===== src/rtl/refsw_pkg.sv =====
package refsw_pkg;

    typedef enum logic [2:0] {
        ST_INIT        = 3'd0,
        ST_PRELOAD     = 3'd1,
        ST_ACQUIRE     = 3'd2,
        ST_LOCKED      = 3'd3,
        ST_HOLD_ENTRY  = 3'd4,
        ST_HOLD_STABLE = 3'd5,
        ST_HOLD_EXIT   = 3'd6
    } fsm_state_e;

endpackage


===== src/rtl/ref_pick.sv =====
module ref_pick #(
    parameter int NREF   = 4,
    parameter int RANK_W = 2,
    parameter int IDX_W  = 2
) (
    input  logic [NREF-1:0]        ref_en,
    input  logic [NREF-1:0]        ref_los,
    input  logic [NREF*RANK_W-1:0] ref_rank,
    output logic [IDX_W-1:0]       best_idx,
    output logic                   best_ok
);

    logic [NREF-1:0]   cand;
    logic [RANK_W-1:0] rk [NREF];

    genvar g;
    generate
        for (g = 0; g < NREF; g++) begin : g_unpack
            assign cand[g] = ref_en[g] & ~ref_los[g];
            assign rk[g]   = ref_rank[g*RANK_W +: RANK_W];
        end
    endgenerate

    logic [RANK_W-1:0] best_rank;

    // Strict compare: an equal rank never displaces a lower index.
    always_comb begin
        best_idx  = '0;
        best_ok   = 1'b0;
        best_rank = '1;
        for (int i = 0; i < NREF; i++) begin
            if (cand[i] && (!best_ok || rk[i] < best_rank)) begin
                best_ok   = 1'b1;
                best_idx  = IDX_W'(i);
                best_rank = rk[i];
            end
        end
    end

endmodule


===== src/rtl/hold_timer.sv =====
module hold_timer #(
    parameter int W = 8
) (
    input  logic         clk,
    input  logic         rst_n,
    input  logic         load,
    input  logic [W-1:0] load_val,
    input  logic         run,
    output logic         zero
);

    logic [W-1:0] cnt_d, cnt_q;

    always_comb begin
        cnt_d = cnt_q;
        if (load)
            cnt_d = load_val;
        else if (run && cnt_q != '0)
            cnt_d = cnt_q - 1'b1;
    end

    always_ff @(posedge clk or negedge rst_n) begin
        if (!rst_n) cnt_q <= '0;
        else        cnt_q <= cnt_d;
    end

    assign zero = (cnt_q == '0);

endmodule


===== src/rtl/ref_holdover_ctrl.sv =====
module ref_holdover_ctrl
    import refsw_pkg::*;
#(
    parameter int NREF     = 4,
    parameter int RANK_W   = 2,
    parameter int SETTLE_W = 8,
    localparam int IDX_W   = $clog2(NREF)
) (
    input  logic                   clk,
    input  logic                   rst_n,
    input  logic                   auto_mode,
    input  logic [IDX_W-1:0]       man_sel,
    input  logic                   force_hold,
    input  logic [NREF-1:0]        ref_en,
    input  logic [NREF-1:0]        ref_los,
    input  logic [NREF*RANK_W-1:0] ref_rank,
    input  logic                   lock_det,
    input  logic                   dac_hold_en,
    input  logic [SETTLE_W-1:0]    settle_len,
    output logic [2:0]             state_code,
    output logic [IDX_W-1:0]       active_ref,
    output logic                   cp_tristate,
    output logic                   vtune_force
);

    typedef struct packed {
        fsm_state_e       state;
        logic [IDX_W-1:0] aref;
    } ctl_t;

    ctl_t             ctl_d, ctl_q;
    logic [IDX_W-1:0] best_idx;
    logic             best_ok;
    logic             tmr_load;
    logic             tmr_zero;
    logic             clash;

    ref_pick #(.NREF(NREF), .RANK_W(RANK_W), .IDX_W(IDX_W)) u_pick (
        .ref_en   (ref_en),
        .ref_los  (ref_los),
        .ref_rank (ref_rank),
        .best_idx (best_idx),
        .best_ok  (best_ok)
    );

    hold_timer #(.W(SETTLE_W)) u_tmr (
        .clk      (clk),
        .rst_n    (rst_n),
        .load     (tmr_load),
        .load_val (settle_len),
        .run      (ctl_q.state == ST_HOLD_EXIT),
        .zero     (tmr_zero)
    );

    assign clash = best_ok && (best_idx != ctl_q.aref);

    always_comb begin
        ctl_d    = ctl_q;
        tmr_load = 1'b0;
        case (ctl_q.state)
            ST_INIT:    ctl_d.state = ST_PRELOAD;
            ST_PRELOAD: begin
                ctl_d.state = ST_ACQUIRE;
                if (auto_mode) ctl_d.aref = best_idx;
            end
            ST_ACQUIRE: begin
                if (!auto_mode && force_hold) ctl_d.state = ST_HOLD_ENTRY;
                else if (lock_det)            ctl_d.state = ST_LOCKED;
            end
            ST_LOCKED: begin
                if (auto_mode) begin
                    if (!lock_det || ref_los[ctl_q.aref] || clash)
                        ctl_d.state = ST_HOLD_ENTRY;
                end else begin
                    if (force_hold)     ctl_d.state = ST_HOLD_ENTRY;
                    else if (!lock_det) ctl_d.state = ST_ACQUIRE;
                end
            end
            ST_HOLD_ENTRY: ctl_d.state = ST_HOLD_STABLE;
            ST_HOLD_STABLE: begin
                if (auto_mode) begin
                    if (best_ok) begin
                        ctl_d.state = ST_HOLD_EXIT;
                        ctl_d.aref  = best_idx;
                        tmr_load    = 1'b1;
                    end
                end else if (!force_hold) begin
                    ctl_d.state = ST_HOLD_EXIT;
                    tmr_load    = 1'b1;
                end
            end
            ST_HOLD_EXIT: begin
                if (tmr_zero) ctl_d.state = ST_ACQUIRE;
            end
            default: ctl_d.state = ST_INIT;
        endcase
        if (!auto_mode) ctl_d.aref = man_sel;
    end

    always_ff @(posedge clk or negedge rst_n) begin
        if (!rst_n) ctl_q <= '{state: ST_INIT, aref: '0};
        else        ctl_q <= ctl_d;
    end

    assign state_code  = ctl_q.state;
    assign active_ref  = ctl_q.aref;
    assign cp_tristate = (ctl_q.state == ST_HOLD_ENTRY) || (ctl_q.state == ST_HOLD_STABLE);
    assign vtune_force = cp_tristate && dac_hold_en;

    AST_INIT_TO_PRELOAD: assert property (@(posedge clk) disable iff (!rst_n)
        state_code == 3'd0 |=> state_code == 3'd1);
    AST_PRELOAD_TO_ACQ: assert property (@(posedge clk) disable iff (!rst_n)
        state_code == 3'd1 |=> state_code == 3'd2);
    AST_LOCK_NEEDS_DET: assert property (@(posedge clk) disable iff (!rst_n)
        state_code == 3'd2 && !lock_det |=> state_code != 3'd3);
    AST_AUTO_LOSS_HOLD: assert property (@(posedge clk) disable iff (!rst_n)
        auto_mode && state_code == 3'd3 && !lock_det |=> state_code == 3'd4);
    AST_ENTRY_TO_STABLE: assert property (@(posedge clk) disable iff (!rst_n)
        state_code == 3'd4 |=> state_code == 3'd5);
    AST_FORCE_NEEDS_TRI: assert property (@(posedge clk) disable iff (!rst_n)
        vtune_force |-> cp_tristate);
    AST_EXIT_TO_ACQ: assert property (@(posedge clk) disable iff (!rst_n)
        state_code == 3'd6 && tmr_zero |=> state_code == 3'd2);
    AST_MANUAL_TRACK: assert property (@(posedge clk) disable iff (!rst_n)
        !auto_mode |=> active_ref == $past(man_sel));
    AST_MANUAL_KEEP_LOCK: assert property (@(posedge clk) disable iff (!rst_n)
        !auto_mode && state_code == 3'd3 && lock_det && !force_hold |=> state_code == 3'd3);
    AST_MANUAL_FORCE: assert property (@(posedge clk) disable iff (!rst_n)
        !auto_mode && force_hold && state_code == 3'd5 |=> state_code == 3'd5);
    AST_STATE_LEGAL: assert property (@(posedge clk) disable iff (!rst_n)
        state_code != 3'd7);

endmodule


===== config.mk =====
export PLATFORM = sky130hd
export DESIGN_NAME = ref_holdover_ctrl
export DESIGN_NICKNAME = d
export VERILOG_FILES = /design/src/rtl/refsw_pkg.sv /design/src/rtl/ref_pick.sv /design/src/rtl/hold_timer.sv /design/src/rtl/ref_holdover_ctrl.sv
export SDC_FILE = /design/constraint.sdc
export NUM_CORES = 1
export LEC_CHECK = 0
export ABC_CLOCK_PERIOD_IN_PS = 3970
export BUFFER_PORTS_ARGS = -buffer_cell sky130_fd_sc_hd__buf_2
export CAP_MARGIN = 20
export CORE_MARGIN = 10
export CORE_UTILIZATION = 54
export CTS_CLUSTER_DIAMETER = 120
export DETAILED_ROUTE_END_ITERATION = 16
export GPL_TIMING_DRIVEN = 0
export HOLD_SLACK_MARGIN = 0.06
export PLACE_DENSITY = 0.9
export SLEW_MARGIN = 25
export SYNTH_ARGS = -nofsm -noshare
export SYNTH_HDL_FRONTEND = slang
export SYNTH_SLANG_ARGS = --single-unit

===== constraint.sdc =====
create_clock -name clk -period 3.97 [get_ports clk]
set_input_delay 0.1985 -clock clk [delete_from_list [all_inputs] [get_ports clk]]
set_output_delay 0.1985 -clock clk [all_outputs]
set_load 0.02 [all_outputs]

==> results of run 1 <==
-- where the power goes --
group | switching (mW) | total, mW | internal, mW
Sequential | 0.0594 | 0.253 | 0.193
Combinational | 0.261 | 0.454 | 0.193
Clock | 0.0430 | 0.0819 | 0.0388
-- flip-flops by register name, summed over array words and instances, names as in the netlist --
name,count
u_tmr.cnt_q,8
state_code,3
active_ref,2
-- cell type report --
| type | count | area share (%) |
|---|---|---|
| Tap cell | 28 | 2.35 |
| Inverter | 10 | 2.52 |
| Buffer | 5 | 1.34 |
| Timing Repair Buffer | 39 | 13.4 |
| Multi-Input combinational cell | 124 | 56.8 |
| Clock buffer | 4 | 1.76 |
| Sequential cell | 13 | 21.8 |
-- kinds of logic after synthesis --
kind of cell / after synthesis / synth area share, %
AO/OA/AOI/OAI: 44 / 27.9
XOR/XNOR: 3 / 2.14
adder cells (fa/ha/maj): 4 / 4.07
buffers and inverters: 15 / 4.68
flip-flops: 13 / 26.5
multiplexers: 7 / 7.03
AND/OR/NAND/NOR: 66 / 27.7
-- how the worst max path moves through the flow --
stage	start	endpoint	slack (ns)	cells past startpoint
after floorplan	ref_rank[1]	state_code[2]	0.60	11
after global placement	ref_en[0]	state_code[2]	0.17	12
after detailed placement	ref_rank[2]	state_code[2]	0.02	12
after CTS	ref_en[0]	state_code[2]	0.30	12
after global routing	ref_los[1]	state_code[2]	0.06	12
final	ref_rank[1]	state_code[2]	0.25	12
-- repair_timing --
action | CTS | global route
gates resized for setup | 0 | 0
hold buffers | 1 | 0
endpoints found under the hold margin | 13 | 0
-- cells in the mapped netlist, types with 2 or more instances --
library cell	instances
o21ai_0	16
nor2_1	15
nand2_1	14
dfrtp_1	13
inv_1	10
a21oi_1	7
nand2b_1	7
nor2b_1	7
nand3_1	6
nor3_1	5
clkbuf_1	4
ha_1	4
o211ai_1	4
a221o_1	3
mux2i_1	3
or3_1	3
xnor2_1	3
a31oi_1	2
mux2_1	2
nor4b_1	2
or2_2	2
-- layer usage --
| metal | share of wire, % | up-vias | global-route usage, % |
|---|---|---|---|
| li1 | - | 643 | - |
| met1 | 41 | 614 | 16.4 |
| met2 | 53 | 49 | 27.5 |
| met3 | 5.5 | 6 | 2.98 |
| met4 | 0.90 | 0 | 4.10 |
| met5 | 0 | - | 0 |
-- tightest hold or removal path, stage by stage --
cell and delay, ns:
buf_2 0.08, nand2_1 0.03, o21ai_0 0.06
==> impl_metrics.ini, run 1 <==
[sta]
max_freq_mhz = 269
setup_tns_ns = 0
min_period_ns = 3.72
setup_ws_ns = 0.252
min_period_over_period_pct = 93.7
rsz0062_at_grt = false
tightest_slew_ns = 0.728
finClkSkew_ns = 0.00777
final_hold_viol_count = 0
slew_viol_final = 0
hold-worst-slack_ns = 0.132
slew_headroom_pct = 50.9
setup_viol = 0

[synth]
ys_seq_area_share_pct = 26.5
ys_seq_elements = 13
synth_top_area_share_pct = 26.5
synth_edf_count = 0
synth-async-reset-ratio_pct = 100
yosys-top-cells-area = dfrtp_1, o21ai_0, nor2_1, nand2_1, ha_1
synth_warnings = 0
synthCells = 152
synth.net_count = 188
syn_area_mm2 = 0.00123
avgSynthCellArea_um2 = 8.08
synth_largest_area_cell = dfrtp_1
ys.flop_type = dfrtp_1
ys_types = 41

[finish]
final_common_cell = buf_2
layout_common_cells = buf_2, o21ai_0, nor2_1, nand2_1, dfrtp_1
final_cells = 223
seqCellArea_um2 = 325
finish.instance_area_mm2 = 0.00149
area_delta_synth_final_pct = 21.3
antennaDiodeCount = 0
fill_cells = 177
multi_input_area_um2 = 846
fin_util_pct = 68.0
layout.nets = 232
drive_gt1_share_pct = 25.1

[floorplan]
core_mm2 = 0.00219
pin_count = 39
core.rowCount = 17
die_w_um = 67.7
initial_core_util_pct = 56.1
die_y_um = 67.7
die_area_mm2 = 0.00458

[clock_network]
clockRootBuffer = clkbuf_4
h-tree-depth = 1
numCtsBuffers = 3
clk_latency_ns = 0.27
clk_pin_slew_worst_paths_ns = 0.09
cts_tree = done
ctsLongestPathBuffers = 2
cts_sinks = 13
postCtsSetupRepairBufs = 0

[worst_setup_path]
cp.arrival_ns = 3.88
cp_num_buf_inv = 1
cpPeakStageDelay_ns = 0.62
r2r_end = state_code[2]
critPathTopFamily = compound AO/OA/AOI/OAI gates
cp.required_ns = 4.13
rr_worst_depth = 8
slowest_stage = o21ai_0
cp_cell_sequence = buf_2 > and4bb_1 > a311oi_4 > mux2i_1 > o21ai_0 > mux2_2 > ha_1 > o21ai_0 > o2111ai_4 > mux2_1 > a21oi_1 > mux2_1
crit_fanout = 6
start_kind = primary input
rrSetupSlack_ns = 1.42
endpoint_kind = register
crit_type = primary input to register
r2r-start = u_tmr.cnt_q[3]

[routing]
vias = 1312
wire_per_inst_um = 15.4
route.detailed.drc = 0
drt-pass1-iter-count = 4
drt_iter0_drc = 124
antenna_left = 0
viasPerCell = 5.88
finalWirelength_mm = 3.43

[hold_path]
whs_endpoint = u_tmr.cnt_q[5]
min-delay-start = settle_len[5]
hp-class = primary input to register
hold_depth = 3

[power_and_ir_drop]
total_power_mw = 0.788
ir_drop_mv = 0.321
p_leak_nw = 0.667
p_per_area_mw_per_mm2 = 529

[place]
preCtsSetupSlack_ns = 0.0229
placed_cells = 218
gp_congestion = 0.850
post-dp-hpwl_mm = 2.84
portBuffers = 38
place_area_mm2 = 0.00145

[run_status]
status = complete, no violations

[global_route]
grt.total_usage_pct = 14.8
grt_pass1_vias = 1301
globalRouteOverflowTotal = 0
antenna_found_initial = 0
grt_start_max_net_pins = 14
grt_pass1_wl_mm = 5.55

[job]
maxCapViolations = 0
No activity file was read; power rests on OpenSTA's default activity.
==> run 2, diff against run 1 <==
--- a/config.mk
+++ b/config.mk
@@ -8,7 +8,6 @@
 export ABC_CLOCK_PERIOD_IN_PS = 3970
 export BUFFER_PORTS_ARGS = -buffer_cell sky130_fd_sc_hd__buf_2
 export CAP_MARGIN = 20
-export CORE_MARGIN = 10
 export CORE_UTILIZATION = 54
 export CTS_CLUSTER_DIAMETER = 120
 export DETAILED_ROUTE_END_ITERATION = 16
==> run 2 against run 1 <==
Register-to-register slack got worse by 0.10 ns. Non-clock buffer count unchanged. Critical endpoint unchanged. Sequential cell count did not move. Clock-buffer cell count unchanged. First-iteration DRC count shrank 65%. Critical path depth did not move. Clock power about the same. Highest routed layer unchanged. Sequential share of layout area hardly changed. Cell count down 0.45%.
==> impl_metrics.ini, run 2 (synthesis results as in run 1) <==
[run_status]
status = complete, no violations

[sta]
tightest_slew_ns = 0.638
min_period_ns = 3.52
hold-worst-slack_ns = 0.121
setup_ws_ns = 0.454
finClkSkew_ns = 0.000604
slew_viol_final = 0
slew_headroom_pct = 57.0
min_period_over_period_pct = 88.6
setup_tns_ns = 0
rsz0062_at_grt = false
setup_viol = 0
final_hold_viol_count = 0
max_freq_mhz = 284

[clock_network]
clk_latency_ns = 0.27
cts_tree = done
cts_sinks = 13
ctsLongestPathBuffers = 2
numCtsBuffers = 3
clk_pin_slew_worst_paths_ns = 0.08
clockRootBuffer = clkbuf_4
postCtsSetupRepairBufs = 0
h-tree-depth = 1

[floorplan]
pin_count = 39
die_y_um = 49.7
core.rowCount = 16
die_w_um = 49.7
die_area_mm2 = 0.00247
core_mm2 = 0.00204
initial_core_util_pct = 60.2

[global_route]
grt.total_usage_pct = 27.6
grt_pass1_wl_mm = 5.25
grt_start_max_net_pins = 14
grt_pass1_vias = 1237
antenna_found_initial = 0
globalRouteOverflowTotal = 0

[power_and_ir_drop]
total_power_mw = 0.785
p_leak_nw = 0.667
p_per_area_mw_per_mm2 = 527
ir_drop_mv = 0.367

[routing]
viasPerCell = 5.82
vias = 1292
drt_iter0_drc = 44
wire_per_inst_um = 13.3
antenna_left = 0
route.detailed.drc = 0
finalWirelength_mm = 2.96
drt-pass1-iter-count = 5

[place]
post-dp-hpwl_mm = 2.31
placed_cells = 217
gp_congestion = 0.910
portBuffers = 38
place_area_mm2 = 0.00145
preCtsSetupSlack_ns = 0.186

[job]
maxCapViolations = 0

[worst_setup_path]
endpoint_kind = register
crit_type = primary input to register
cp.arrival_ns = 3.68
start_kind = primary input
cp.required_ns = 4.13
crit_fanout = 6

[finish]
fin_util_pct = 72.9
largest_reg_flops = 8
layout.nets = 232
antennaDiodeCount = 0
multi_input_area_um2 = 846
finish.instance_area_mm2 = 0.00149
area_delta_synth_final_pct = 21.2
seqCellArea_um2 = 325
final_cells = 222
largest-register = u_tmr.cnt_q
final_common_cell = buf_2
drive_gt1_share_pct = 25.1
fill_cells = 179
layout_common_cells = buf_2, o21ai_0, nor2_1, nand2_1, dfrtp_1

[hold_path]
hp-class = primary input to register
run 2: final timing paths:
kind	start	endpoint	slack [ns]	depth (start not counted)
worst min-delay path	settle_len[5]	u_tmr.cnt_q[5]	0.12	3
worst min register to register	u_tmr.cnt_q[6]	u_tmr.cnt_q[6]	0.59	2
max in group asynchronous	rst_n	u_tmr.cnt_q[5]	3.41	2
min in group asynchronous	rst_n	state_code[0]	0.34	2
worst max-delay path	ref_rank[1]	state_code[2]	0.45	12
worst max register to register	u_tmr.cnt_q[3]	state_code[0]	1.32	8
run 2: final cells by class:
type                            count  area share [%]
Multi-Input combinational cell    124            56.8
Sequential cell                    13            21.8
Timing Repair Buffer               39            13.4
Inverter                           10            2.52
Tap cell                           27            2.27
Clock buffer                        4            1.76
Buffer                              5            1.34
run 2: report_power, final:
group | internal, mW | switching [mW] | leakage (nW)
Clock | 0.0390 | 0.0426 | 0.0150
Combinational | 0.193 | 0.256 | 0.493
Sequential | 0.194 | 0.0602 | 0.160
Total | 0.425 | 0.359 | 0.667
run 2: worst max-delay path, stage by stage:
cell,delay [ns]
buf_2,0.10
and4bb_1,0.23
a311oi_4,0.37
mux2i_1,0.14
o21ai_0,0.54
mux2_2,0.41
ha_1,0.29
o21ai_0,0.33
o2111ai_4,0.22
mux2_1,0.36
a21oi_1,0.15
mux2_1,0.33
run 2: routing by layer:
layer | GRT usage, % | vias up | share of wire, %
li1 | - | 646 | -
met1 | 30.8 | 595 | 42
met2 | 50.5 | 47 | 51
met3 | 7.72 | 4 | 5.9
met4 | 7.62 | 0 | 1.4
met5 | 0 | - | 0
run 2: repair_timing:
| item | in CTS | in global routing |
|---|---|---|
| hold endpoints to repair | 13 | 0 |
| hold buffers | 1 | 0 |
| resized for setup | 0 | 0 |
